## config.mk

```make
export PLATFORM = sky130hd
export DESIGN_NAME = par_prog_ctrl
export DESIGN_NICKNAME = d
export VERILOG_FILES = /design/src/rtl/pprog_pkg.sv /design/src/rtl/pprog_ctrl.sv /design/src/rtl/pprog_dpath.sv /design/src/rtl/par_prog_ctrl.sv
export SDC_FILE = /design/constraint.sdc
export NUM_CORES = 1
export LEC_CHECK = 0
export BUFFER_PORTS_ARGS = -buffer_cell sky130_fd_sc_hd__clkbuf_2
export CORE_MARGIN = 4
export CORE_UTILIZATION = 47
export CTS_CLUSTER_DIAMETER = 30
export DETAILED_ROUTE_END_ITERATION = 8
export GPL_TIMING_DRIVEN = 0
export PLACE_DENSITY_LB_ADDON = 0.15
export SYNTH_ARGS = -nofsm -noshare
export SYNTH_HDL_FRONTEND = slang
export SYNTH_SLANG_ARGS = --single-unit
```

## constraint.sdc

```tcl
create_clock -name clk -period 2.2 [get_ports clk]
set_clock_uncertainty 0.2 [all_clocks]
set_input_delay 0.22 -clock clk [delete_from_list [all_inputs] [get_ports clk]]
set_output_delay 0.22 -clock clk [all_outputs]
set_load 0.005 [all_outputs]
```

## src/rtl/pprog_pkg.sv

```systemverilog
package pprog_pkg;

  typedef enum logic [1:0] {
    ACT_ADDR = 2'b00,
    ACT_DATA = 2'b01,
    ACT_CMD  = 2'b10,
    ACT_NONE = 2'b11
  } act_e;

  localparam logic [7:0] CMD_WR_FLASH = 8'h10;
  localparam logic [7:0] CMD_WR_EE    = 8'h11;
  localparam logic [7:0] CMD_RD_FLASH = 8'h02;
  localparam logic [7:0] CMD_RD_EE    = 8'h03;
  localparam logic [7:0] CMD_ERASE    = 8'h80;

  typedef struct packed {
    logic ldCmd;
    logic ldAddrHi;
    logic ldAddrLo;
    logic ldDataHi;
    logic ldDataLo;
  } latch_stb_t;

endpackage

```

## src/rtl/pprog_ctrl.sv

```systemverilog
module pprog_ctrl
  import pprog_pkg::*;
#(
  parameter int BUSY_CYCLES = 8
) (
  input  logic       clk,
  input  logic       rst_n,
  input  logic [1:0] actSel,
  input  logic       byteSel,
  input  logic       loadStrobe,
  input  logic       wrN,
  input  logic [7:0] cmdCode,
  output latch_stb_t stb,
  output logic       flashWe,
  output logic       eepromWe,
  output logic       eraseStb,
  output logic       readyBusy
);
  localparam int CW = $clog2(BUSY_CYCLES + 1);

  logic          strobePrev;
  logic          wrPrev;
  logic [CW-1:0] busyCnt;
  logic          loadRise;
  logic          wrFall;
  logic          startReq;
  logic          isWrite;

  assign loadRise  = loadStrobe & ~strobePrev;
  assign wrFall    = ~wrN & wrPrev;
  assign readyBusy = (busyCnt == '0);
  assign startReq  = wrFall & readyBusy;
  assign isWrite   = (cmdCode == CMD_WR_FLASH) || (cmdCode == CMD_WR_EE);

  always_comb begin
    stb = '0;
    if (loadRise) begin
      case (actSel)
        ACT_CMD:  stb.ldCmd = 1'b1;
        ACT_ADDR: begin
          stb.ldAddrHi = byteSel;
          stb.ldAddrLo = ~byteSel;
        end
        ACT_DATA: begin
          stb.ldDataHi = byteSel;
          stb.ldDataLo = ~byteSel;
        end
        default: ;
      endcase
    end
  end

  always_ff @(posedge clk or negedge rst_n) begin
    if (!rst_n) begin
      strobePrev <= 1'b0;
      wrPrev     <= 1'b1;
      busyCnt    <= '0;
      flashWe    <= 1'b0;
      eepromWe   <= 1'b0;
      eraseStb   <= 1'b0;
    end else begin
      strobePrev <= loadStrobe;
      wrPrev     <= wrN;
      flashWe    <= startReq && (cmdCode == CMD_WR_FLASH);
      eepromWe   <= startReq && (cmdCode == CMD_WR_EE);
      eraseStb   <= startReq && (cmdCode == CMD_ERASE);
      if (startReq && isWrite)
        busyCnt <= CW'(BUSY_CYCLES);
      else if (busyCnt != '0)
        busyCnt <= busyCnt - 1'b1;
    end
  end

  p_one_action_r6: assert property (@(posedge clk) disable iff (!rst_n)
    $onehot0({flashWe, eepromWe, eraseStb}));

  p_we_inside_busy_r7: assert property (@(posedge clk) disable iff (!rst_n)
    (flashWe || eepromWe) |-> !readyBusy);

  p_busy_bound_r7: assert property (@(posedge clk) disable iff (!rst_n)
    busyCnt <= CW'(BUSY_CYCLES));

  p_no_write_while_busy_r8: assert property (@(posedge clk) disable iff (!rst_n)
    !readyBusy |=> !(flashWe || eepromWe));

  p_erase_keeps_ready_r11: assert property (@(posedge clk) disable iff (!rst_n)
    eraseStb |-> (readyBusy && $past(readyBusy)));

endmodule

```

## src/rtl/pprog_dpath.sv

```systemverilog
module pprog_dpath
  import pprog_pkg::*;
#(
  parameter int ADDR_W = 9
) (
  input  logic              clk,
  input  logic              rst_n,
  input  latch_stb_t        stb,
  input  logic [7:0]        dataIn,
  input  logic              byteSel,
  input  logic              oeN,
  input  logic [15:0]       memRdFlash,
  input  logic [7:0]        memRdEe,
  output logic [7:0]        cmdCode,
  output logic [ADDR_W-1:0] memAddr,
  output logic [15:0]       memWrData,
  output logic [7:0]        dataOut,
  output logic              dataOe
);
  localparam int HI_W = ADDR_W - 8;

  logic [7:0]      cmdReg;
  logic [HI_W-1:0] addrHi;
  logic [7:0]      addrLo;
  logic [7:0]      dataHi;
  logic [7:0]      dataLo;
  logic            rdFlash;
  logic            rdEe;

  always_ff @(posedge clk or negedge rst_n) begin
    if (!rst_n) begin
      cmdReg <= '0;
      addrHi <= '0;
      addrLo <= '0;
      dataHi <= '0;
      dataLo <= '0;
    end else begin
      if (stb.ldCmd)    cmdReg <= dataIn;
      if (stb.ldAddrHi) addrHi <= dataIn[HI_W-1:0];
      if (stb.ldAddrLo) addrLo <= dataIn;
      if (stb.ldDataHi) dataHi <= dataIn;
      if (stb.ldDataLo) dataLo <= dataIn;
    end
  end

  assign cmdCode   = cmdReg;
  assign memAddr   = {addrHi, addrLo};
  assign memWrData = {dataHi, dataLo};
  assign rdFlash   = (cmdReg == CMD_RD_FLASH);
  assign rdEe      = (cmdReg == CMD_RD_EE);
  assign dataOe    = ~oeN & (rdFlash | rdEe);

  always_comb begin
    if (!dataOe)      dataOut = 8'h00;
    else if (rdEe)    dataOut = memRdEe;
    else if (byteSel) dataOut = memRdFlash[15:8];
    else              dataOut = memRdFlash[7:0];
  end

  p_single_load_r5: assert property (@(posedge clk) disable iff (!rst_n)
    $onehot0(stb));

  p_hold_addr_lo_r12: assert property (@(posedge clk) disable iff (!rst_n)
    !stb.ldAddrLo |=> $stable(addrLo));

  p_hold_cmd_r2: assert property (@(posedge clk) disable iff (!rst_n)
    !stb.ldCmd |=> $stable(cmdReg));

endmodule

```

## src/rtl/par_prog_ctrl.sv

```systemverilog
module par_prog_ctrl
  import pprog_pkg::*;
#(
  parameter int ADDR_W      = 9,
  parameter int BUSY_CYCLES = 8
) (
  input  logic              clk,
  input  logic              rst_n,
  input  logic [7:0]        dataIn,
  output logic [7:0]        dataOut,
  output logic              dataOe,
  input  logic [1:0]        actSel,
  input  logic              byteSel,
  input  logic              loadStrobe,
  input  logic              wrN,
  input  logic              oeN,
  output logic              readyBusy,
  output logic [ADDR_W-1:0] memAddr,
  output logic [15:0]       memWrData,
  output logic              flashWe,
  output logic              eepromWe,
  output logic              chipErase,
  input  logic [15:0]       memRdFlash,
  input  logic [7:0]        memRdEe
);
  latch_stb_t stb;
  logic [7:0] cmdCode;

  pprog_ctrl #(.BUSY_CYCLES(BUSY_CYCLES)) u_ctrl (
    .clk(clk), .rst_n(rst_n), .actSel(actSel), .byteSel(byteSel),
    .loadStrobe(loadStrobe), .wrN(wrN), .cmdCode(cmdCode), .stb(stb),
    .flashWe(flashWe), .eepromWe(eepromWe), .eraseStb(chipErase),
    .readyBusy(readyBusy)
  );

  pprog_dpath #(.ADDR_W(ADDR_W)) u_dpath (
    .clk(clk), .rst_n(rst_n), .stb(stb), .dataIn(dataIn), .byteSel(byteSel),
    .oeN(oeN), .memRdFlash(memRdFlash), .memRdEe(memRdEe), .cmdCode(cmdCode),
    .memAddr(memAddr), .memWrData(memWrData), .dataOut(dataOut), .dataOe(dataOe)
  );

endmodule

```

* Word level (Yosys, flattened, before mapping)
Index checks and enable logic that the tools add are counted.
** Cells by class
- $add $sub $neg :: 1
- Equal/unequal tests :: 7
- Multiplexer cells :: 9
- Bitwise logic cells :: 9
- Reduce and logical (&&, ||, !) cells :: 9
** Operator list (number)
- 8-bit 2-to-1 mux :: 3
- 8-bit by 2-bit == test with 1-bit output (second input constant) :: 2
- 8-bit by 5-bit == test with 1-bit output (second input constant) :: 2
- 8-bit == test (second input constant) :: 1
- 4-bit 2-to-1 mux :: 2
- 5-bit 2-to-1 mux :: 1
- 1-bit bitwise AND :: 4
- 1-bit logical AND :: 4
- 4-bit logical NOT :: 1
- 2-bit 2-to-1 mux :: 2
- 1-bit inverter :: 4
- 4-bit nonzero test :: 1
- 4-bit by 1-bit subtractor with 4-bit output (second input constant) :: 1
- 2-bit by 1-bit == test with 1-bit output (second input constant) :: 1
- 2-bit == test (second input constant) :: 1
- 2-bit logical NOT :: 1
- 2-bit nonzero test :: 1
- 1-bit logical OR :: 1
- 1-bit 2-to-1 mux :: 1
- 1-bit OR :: 1
** Storage, ports and cells
- Bits in registers :: 42
- Output and inout bits :: 38
- Word-level logic and storage cells :: 46

* Logic depth before layout (Yosys ltp)
Gate-level depths: netlist (run 1).
- Depth in word-level cells :: 5
- Mapped depth :: 5
- Mapped depth without buffers :: 5

* By module
From an unflattened synthesis (run 1), not the netlist that was laid out.
** Second synthesis, totals
- Cell total of the unflattened synthesis :: 147
- Area total of the unflattened synthesis :: 1993.2 µm²
** Modules (own cells, without submodules)
- pprog_dpath :: instances 1, cells each 103, area each 1517.7 µm²
- pprog_ctrl :: instances 1, cells each 44, area each 475.5 µm²

* Worst setup path before layout (run 1)
No wires, ideal clock.
- Path type :: flip-flop to output port
- Start point :: register u_dpath.cmdReg[7], in the netlist u_dpath.cmdCode[7]
- End point :: output dataOut[0]
- Data arrival time :: 1437 ps
- Required time :: 1780 ps
- Setup slack :: 343 ps
- Cell stages (with the launch flop) :: 5
- Path buffers :: 1
- Cell sequence :: dfrtp_1 -> or4b_1 -> or3_1 -> buf_6 -> nor2_1
** On the way
- Word-level cells in the longest chain between the ends :: 4
- Elaborated cells between the ends (all ways) :: 6
- Classes of those cells :: eq/ne (2); mux (2); bitwise (2)
** Ends and longest elaborated chain
- start, declared :: line pprog_dpath.sv:22 : logic [7:0] cmdReg;
- start signal, assigned :: line pprog_dpath.sv:38 : if (stb.ldCmd) cmdReg <= dataIn;
- 8-bit by 2-bit == test with 1-bit output, on equally long branches :: line pprog_dpath.sv:49, pprog_dpath.sv:50
- 1-bit OR :: line pprog_dpath.sv:51 : assign dataOe = ~oeN & (rdFlash | rdEe);
- 1-bit bitwise AND :: line pprog_dpath.sv:51
- 8-bit 2-to-1 mux (*) :: line pprog_dpath.sv:54 : if (!dataOe) dataOut = 8'h00;
- end, declared :: line par_prog_ctrl.sv:10 : output logic [7:0] dataOut,
Every way passes the cells marked *; elsewhere a longest branch is shown, timed or not.

* Worst setup path in the final report (run 1)
- Start point :: register u_dpath.cmdReg[7], in the netlist u_dpath.cmdCode[7]
- End point :: output dataOut[1]
Same word-level chain as after synthesis.

==> key figures, run 1 <==
Worst hold path
  • Number of cells on the worst hold path: 2
  • Worst hold path type: input port to register

Placed design
  • Total instance count after detailed placement: approximately 270
  • Routability congestion estimate from global placement: slightly below 0.8
  • IO buf count: 77
  • Estimated wirelength of the detail-placed design: 3.270 mm
  • DP Worst Slack: between 0.1 and 0.15 ns

Critical path
  • Depth of the critical timing path with buffers and inverters included: 4
  • CP Buf/Inv Count: 1
  • Crit-path max FO: 5
  • Slowest stage cell, crit path: sky130_fd_sc_hd__or4b_4
  • Setup crit end: dataOut[1]
  • Delay of the slowest critical-path stage: roughly 0.54 ns
  • RR Startpoint: u_dpath.cmdCode[7]
  • Critical path launch point: u_dpath.cmdCode[7]
  • Type of origin of the critical path: register
  • Critical path cell sequence: or4b_4 > or3_4 > nor2_2 > buf_2
  • Depth of the most critical reg-to-reg path: 4
  • Path type of the worst setup path: register to primary output
  • Crit path DAT: about 1.9 ns
  • Family with the most delay on the worst path: simple AND/OR/NAND/NOR gates
  • Worst Path Required: ~1.8 ns
  • Endpoint class of the critical path: primary output
  • Endpoint of the most critical register-to-register path: u_ctrl.busyCnt[1]
  • Reg2Reg Setup Slack: 0.20 ns

Synthesis
  • Compound-gate portion of the synthesized area: roughly 2.2%
  • Simple-gate area share of the yosys netlist: around a tenth
  • Share of async-settable or async-resettable flops after synthesis: 100.0%
  • Most area-consuming cells after synthesis: sky130_fd_sc_hd__dfrtp_1 54%, sky130_fd_sc_hd__mux2_2 24%, sky130_fd_sc_hd__mux2i_1 4.2%
  • Gate Count Post-Synth: 140
  • EDFF count, synth: 0
  • Warnings, synthesis: 0
  • Most used standard cells in the synthesized netlist: 41 x sky130_fd_sc_hd__dfrtp_1, 41 x sky130_fd_sc_hd__mux2_2, 10 x sky130_fd_sc_hd__nor2_1
  • XOR/XNOR share of the synthesized area: less than 1%
  • Multiplexer share of the synthesized area: 28.36%
  • Avg Synthesized Cell Area: 13.65 sq um
  • Sequential area share after synthesis: between 50 and 60%
  • Adder and majority cell fraction of the synthesized area: less than 1%
  • Summed instance area of the synthesized netlist: around 1900 sq um
  • Net Count, Synth: ~180
  • Yosys top cell by area: sky130_fd_sc_hd__dfrtp_1
  • Post-synth top flop: sky130_fd_sc_hd__dfrtp_1
  • Number of synthesized register bits: 42
  • Portion of synthesized cell area occupied by the leading cell type: 53.70%
  • Combinational family with the most area after synthesis: multiplexers
  • Count of cell types in the netlist: 32

Clock network
  • Clk root buf: sky130_fd_sc_hd__clkbuf_8
  • TritonCTS clock tree: built
  • CTS Buf Count: 5
  • Clock buffer depth: 2
  • Clock latency reported for the late side of the worst-skew pair: between 0.2 and 0.3 ns
  • Total number of H-tree levels: 2
  • CTS clk-pin slew, worst paths: about 0.07 ns
  • Clock sink count: between 40 and 50

Timing
  • Final hold violations: 0
  • Final period demand of the worst path: roughly 2.3 ns
  • RSZ-0062 raised after global routing: true
  • Achievable Freq: between 0.4 and 0.5 GHz
  • Portion of the clock cycle consumed by the worst path in the final layout: 103.5%
  • Final hold slack: ~0.015 ns
  • Worst Max-Slew Pin Slew: about 1 ns
  • Summed negative setup slack over all endpoints: -0.3742 ns
  • Final Slew Violations: 0
  • Max transition margin: between 30% and 40%
  • Final setup viols: 8
  • Final worst-path setup slack: -0.07694 ns

Routing
  • First-pass detailed-route iteration total: 4
  • DR iter-0 viols: 32
  • Number of nets with antenna violations after detailed routing: 0
  • Detailed route wirelength on metal3: between 300 and 400 um
  • DR DRC count: 0
  • Routed vias/inst: around 5.2
  • Via total after detailed routing: approximately 1400
  • Routed length on met2: around 2.2 mm
  • Total detailed-routing wirelength: between 4 and 5 mm
  • Metal-1 WL: between 1.5 and 2 mm
  • Top metal layer carrying routed signals: met4
  • Routed wire per std cell: ~15 um

Cells and area
  • Area of the multi-input gates: 839.6 sq um
  • Total Nets Final: about 270
  • Sequential Area: about 1100 sq um
  • Count of placed standard cells in the final layout, fillers left out: 280
  • Synthesis-to-finish area growth: 33.53%
  • Final Core Density: 67.16%
  • Filler cells: 314
  • Share of cells above drive strength 1: a little over 60%
  • Antenna fix cells: 0

Power and ir drop
  • Highest ir drop seen on vdd: 0.6114 mV
  • P per Cell Area: 889.5 nW/um^2
  • Leak Pwr: about 1.3 nW

Global routing
  • Maximum number of pins on one net before global-route repair: 43
  • Vias in the first global route: between 1500 and 2000
  • Overall track demand over capacity in global routing: between 10% and 20%
  • Number of antenna violations at the first check in global routing: 0
  • Global-route wire length before repair: between 7 and 8 mm
  • Overall overflow remaining after global route: 0

Status
  • Failing checks: setup timing
  • Run status: complete, but fails checks

Floorplan
  • Starting utilization of the core area: between 50% and 60%
  • Width of the die: a little over 70 um
  • IO Pins: 78
  • Die Ht: 71.76 um
  • Standard-cell row count: 22
  • Full die area: ~5100 sq um
  • Core area: 3799 sq um

Job
  • Max-cap violations: 0
==> final cells by class <==
class / instances / share of cell area [%]
inverter: 4 / 0.5885
buffer: 5 / 1.079
tap: 48 / 2.354
clock buffer: 7 / 2.992
multi-input combinational: 89 / 32.91
timing repair buffer: 84 / 17.66
clock inverter: 1 / 1.177
sequential: 42 / 41.25
==> state kept, by name, summed over array words and instances, names as in the netlist <==
register and count:
u_dpath.addrLo 8, u_dpath.cmdCode 8, u_dpath.dataHi 8, u_dpath.dataLo 8
u_ctrl.busyCnt 4, u_ctrl.eepromWe 1, u_ctrl.eraseStb 1, u_ctrl.flashWe 1
u_ctrl.strobePrev 1, u_ctrl.wrPrev 1, u_dpath.addrHi 1
==> logic make-up (layout without fill, tap and decap cells) <==
group | after synthesis | after routing
buffers and inverters | 10 | 101
XOR/XNOR | 1 | 1
flip-flops | 42 | 42
AND/OR/NAND/NOR | 31 | 32
adder cells (fa/ha/maj) | 1 | 1
AO/OA/AOI/OAI | 6 | 6
multiplexers | 49 | 49
==> what timing repair did <==
| action | CTS | global route |
|---|---|---|
| pin swaps | 0 | 2 |
| hold endpoints to repair | 46 | 0 |
| resized for setup | 2 | 11 |
| hold buffers | 5 | 0 |
| setup endpoints to repair | 9 | 9 |
| cloned | 0 | 1 |
| buffers inserted | 2 | 0 |
==> where the power goes <==
| group | leakage (nW) | internal, mW | switching [mW] | total [mW] |
|---|---|---|---|---|
| clock | 0.0524 | 0.339 | 0.246 | 0.585 |
| sequential | 0.515 | 0.951 | 0.112 | 1.06 |
| combinational | 0.703 | 0.358 | 0.263 | 0.621 |
==> worst min path at each step <==
stage	start	end	slack [ns]
2_1_floorplan	rst_n	u_ctrl.busyCnt[0]	-0.28
3_3_place_gp	wrN	u_ctrl.wrPrev	0.14
3_5_place_dp	wrN	u_ctrl.wrPrev	0.14
4_1_cts	dataIn[2]	u_dpath.addrLo[2]	0.004
5_1_grt	dataIn[7]	u_dpath.dataLo[7]	0.01
6_report	dataIn[2]	u_dpath.addrLo[2]	0.01
==> layout by cell type, fill, tap and decap left out, types with 2 or more instances in the layout <==
master / n
sky130_fd_sc_hd__a31o_2: 2
sky130_fd_sc_hd__buf_2: 4
sky130_fd_sc_hd__buf_4: 4
sky130_fd_sc_hd__clkbuf_1: 3
sky130_fd_sc_hd__clkbuf_2: 74
sky130_fd_sc_hd__clkbuf_8: 5
sky130_fd_sc_hd__dfrtp_1: 41
sky130_fd_sc_hd__dlygate4sd3_1: 5
sky130_fd_sc_hd__inv_1: 3
sky130_fd_sc_hd__mux2_2: 41
sky130_fd_sc_hd__mux2i_1: 8
sky130_fd_sc_hd__nand3b_1: 3
sky130_fd_sc_hd__nor2_1: 4
sky130_fd_sc_hd__nor2_2: 6
sky130_fd_sc_hd__nor3b_1: 2
sky130_fd_sc_hd__nor3b_2: 2
sky130_fd_sc_hd__nor4b_1: 2
sky130_fd_sc_hd__o21ai_0: 2
sky130_fd_sc_hd__or3_4: 2
==> per-stage QoR <==
stage / instance area [sq um] / total power, mW
finish: 2551 / 2.269
global route: 2551 / 2.418
CTS: 2532 / 2.292
detailed placement: 2356 / 1.680
global placement: 2356 / 1.636
floorplan: 1911 / 1.420
==> metal layers <==
layer | GRT usage, % | up-vias
li1 | - | 686
met5 | 0 | -
met1 | 21.59 | 695
met3 | 4.348 | 5
met4 | 4.384 | 0
met2 | 31.02 | 61
No activity file was read; power rests on OpenSTA's default activity.
==> inputs of run 2 (changes only) <==
--- a/config.mk
+++ b/config.mk
@@ -12,6 +12,7 @@
 export DETAILED_ROUTE_END_ITERATION = 8
 export GPL_TIMING_DRIVEN = 0
 export PLACE_DENSITY_LB_ADDON = 0.15
+export REMOVE_ABC_BUFFERS = 1
 export SYNTH_ARGS = -nofsm -noshare
 export SYNTH_HDL_FRONTEND = slang
 export SYNTH_SLANG_ARGS = --single-unit
==> run 2 against run 1 <==
Net effect:
- the flow still finishes with violations (setup timing)
- fmax shrank 0.24%
- final cell count shrank 2.1%
- critical endpoint is now dataOut[5]
- sequential power is essentially flat
- power shrank 2.9%
- clock-buffer cell count shrank 1
- critical path type unchanged
- clock power shrank 14%
- register-to-register slack gained 0.07 ns
- non-clock buffer count shrank 6
- combinational power shrank 1%
- global-route usage is essentially flat
- flip-flop and latch count is the same
==> key figures, run 2 (same netlist as run 1, synthesis figures left out) <==
Status
  • Run status: complete, but fails checks (unchanged)
  • Failing checks: setup timing (unchanged)

Cells and area
  • Total Nets Final: 266 (was 272)
  • Highest-count cells in the layout ignoring fill and taps: 72 x sky130_fd_sc_hd__clkbuf_2, 41 x sky130_fd_sc_hd__mux2_2, 41 x sky130_fd_sc_hd__dfrtp_1 (was 74 x sky130_fd_sc_hd__clkbuf_2, 41 x sky130_fd_sc_hd__mux2_2, 41 x sky130_fd_sc_hd__dfrtp_1)
  • Filler cells: 308 (was 314)
  • Final Core Density: 66.04% (was 67.16%)
  • Count of placed standard cells in the final layout, fillers left out: 274 (was 280)
  • Share of cells above drive strength 1: 62.39% (was 62.07%)
  • Most frequent standard cell in the layout excluding fill and tap cells: sky130_fd_sc_hd__clkbuf_2 (unchanged)
  • Antenna fix cells: 0 (unchanged)
  • Synthesis-to-finish area growth: 31.30% (was 33.53%)
  • Finished layout cell area: 2509 sq um (was 2551 sq um)

Placed design
  • DP Worst Slack: 0.1203 ns (was 0.1261 ns)
  • Total instance count after detailed placement: 259 (was 265)
  • Estimated wirelength of the detail-placed design: 3.137 mm (was 3.270 mm)
  • IO buf count: 77 (unchanged)
  • Placed Area: 2317 sq um (was 2356 sq um)
  • Routability congestion estimate from global placement: 0.8055 (was 0.7901)

Clock network
  • CTS clk-pin slew, worst paths: 0.07 ns (about the same)
  • Clock sink count: 42 (unchanged)
  • TritonCTS clock tree: built (unchanged)
  • CTS Buf Count: 5 (unchanged)
  • Clock latency reported for the late side of the worst-skew pair: 0.29 ns (about the same)
  • Clock buffer depth: 2 (unchanged)
  • Clk root buf: sky130_fd_sc_hd__clkbuf_8 (unchanged)
  • Total number of H-tree levels: 2 (unchanged)

Job
  • Max-cap violations: 0 (unchanged)

Routing
  • Via total after detailed routing: 1435 (was 1447)
  • First-pass detailed-route iteration total: 4 (unchanged)
  • Total detailed-routing wirelength: 4.302 mm (was 4.323 mm)
  • DR DRC count: 0 (unchanged)
  • Routed vias/inst: 5.237 (was 5.168)
  • Metal-1 WL: 1.666 mm (was 1.753 mm)
  • Detailed route wirelength on metal3: 413 um (was 360 um)
  • Routed wire per std cell: 15.70 um (was 15.44 um)
  • Routed length on met2: 2.187 mm (was 2.167 mm)
  • DR iter-0 viols: 31 (was 32)
  • Number of nets with antenna violations after detailed routing: 0 (unchanged)
  • Top metal layer carrying routed signals: met4 (unchanged)

Power and ir drop
  • Net Switching: 0.6379 mW (was 0.6205 mW)
  • Part of the total power dissipated in sequential elements: 49.2% (was 46.8%)
  • P per Cell Area: 878.5 nW/um^2 (was 889.5 nW/um^2)
  • Internal power: 1.566 mW (was 1.649 mW)
  • Clock power share: 22.9% (was 25.8%)
  • Combinational share of power: 27.8% (was 27.4%)
  • Overall power: 2.204 mW (was 2.269 mW)
  • Highest ir drop seen on vdd: 0.5252 mV (was 0.6114 mV)
  • Switch share: 28.94% (was 27.34%)
  • Leak Pwr: 1.250 nW (was 1.271 nW)

Timing
  • Portion of the clock cycle consumed by the worst path in the final layout: 103.7% (was 103.5%)
  • Final Slew Violations: 0 (unchanged)
  • Achievable Freq: 0.4381 GHz (was 0.4392 GHz)
  • Final hold violations: 0 (unchanged)
  • Final setup viols: 8 (unchanged)
  • Final hold slack: 0.01343 ns (was 0.01461 ns)
  • Final worst-path setup slack: -0.08240 ns (was -0.07694 ns)
  • Summed negative setup slack over all endpoints: -0.4833 ns (was -0.3742 ns)
  • Max transition margin: 33.81% (was 33.32%)
  • Final period demand of the worst path: 2.282 ns (was 2.277 ns)
  • RSZ-0062 raised after global routing: true (unchanged)
  • Worst Max-Slew Pin Slew: 0.9928 ns (was 1.000 ns)

Critical path
  • Path type of the worst setup path: register to primary output (unchanged)
  • Type of origin of the critical path: register (unchanged)
  • Crit-path max FO: 5 (unchanged)
  • Worst Path Required: 1.78 ns (about the same)
  • Endpoint class of the critical path: primary output (unchanged)
  • Crit path DAT: 1.86 ns (about the same)

Floorplan
  • Full die area: 5149 sq um (unchanged)
  • Die Ht: 71.76 um (unchanged)
  • Standard-cell row count: 22 (unchanged)
  • Starting utilization of the core area: 50.30% (unchanged)
  • IO Pins: 78 (unchanged)
  • Core area: 3799 sq um (unchanged)
  • Width of the die: 71.76 um (unchanged)

Global routing
  • Overall track demand over capacity in global routing: 17.61% (about the same)
  • Vias in the first global route: 1521 (was 1502)
  • Number of antenna violations at the first check in global routing: 0 (unchanged)
  • Global-route wire length before repair: 7.093 mm (was 7.141 mm)
  • Overall overflow remaining after global route: 0 (unchanged)
  • Maximum number of pins on one net before global-route repair: 43 (unchanged)

Worst hold path
  • Worst hold path type: input port to register (unchanged)
run 2: final timing paths:
| check | from | to | slack (ns) | depth (start not counted) |
|---|---|---|---|---|
| max in group asynchronous | rst_n | u_dpath.dataHi[0] | 0.76 | 2 |
| setup / recovery | u_dpath.cmdCode[7] | dataOut[5] | -0.08 | 4 |
| hold reg to reg | u_dpath.addrLo[2] | u_dpath.addrLo[2] | 0.31 | 1 |
| setup reg to reg | u_ctrl.strobePrev | u_dpath.dataHi[0] | 0.27 | 3 |
| min in group asynchronous | rst_n | u_ctrl.busyCnt[2] | 0.43 | 2 |
| hold / removal | dataIn[2] | u_dpath.cmdCode[2] | 0.01 | 2 |
run 2: critical path, stage by stage, from the launching register on:
cell and delay [ns]:
sky130_fd_sc_hd__dfrtp_1 0.39, sky130_fd_sc_hd__or4b_4 0.56, sky130_fd_sc_hd__or3_4 0.39, sky130_fd_sc_hd__nor2_2 0.12, sky130_fd_sc_hd__buf_2 0.12
run 2: final cells by class:
| cell class | count | area [sq um] | area share [%] |
|---|---|---|---|
| clock buffer | 6 | 82.58 | 3.292 |
| clock inverter | 2 | 12.51 | 0.4988 |
| inverter | 4 | 15.01 | 0.5985 |
| multi-input combinational | 89 | 842.1 | 33.57 |
| sequential | 42 | 1052 | 41.95 |
| tap | 48 | 60.06 | 2.394 |
| timing repair buffer | 83 | 444.2 | 17.71 |
run 2: power groups by stage:
stage / registers (mW) / clock network, mW / logic (mW)
after floorplan: 1.08 / 0 / 0.326
after global placement: 1.08 / 0 / 0.542
after detailed placement: 1.09 / 0 / 0.571
after CTS: 1.08 / 0.524 / 0.600
after global routing: 1.12 / 0.564 / 0.685
final: 1.08 / 0.506 / 0.613
run 2: repair_timing:
item,in CTS,in global routing
hold buffers,3,0
setup endpoints to repair,9,10
hold endpoints to repair,43,0
setup buffers,2,1
gates resized for setup,3,10
gates cloned,1,0
pin swaps,2,0
run 2: metal layers:
metal  track usage, %  up-vias
met2            30.82       63
li1                 -      675
met1            20.20      693
met4            6.472        0
met5                0        -
met3            5.330        4
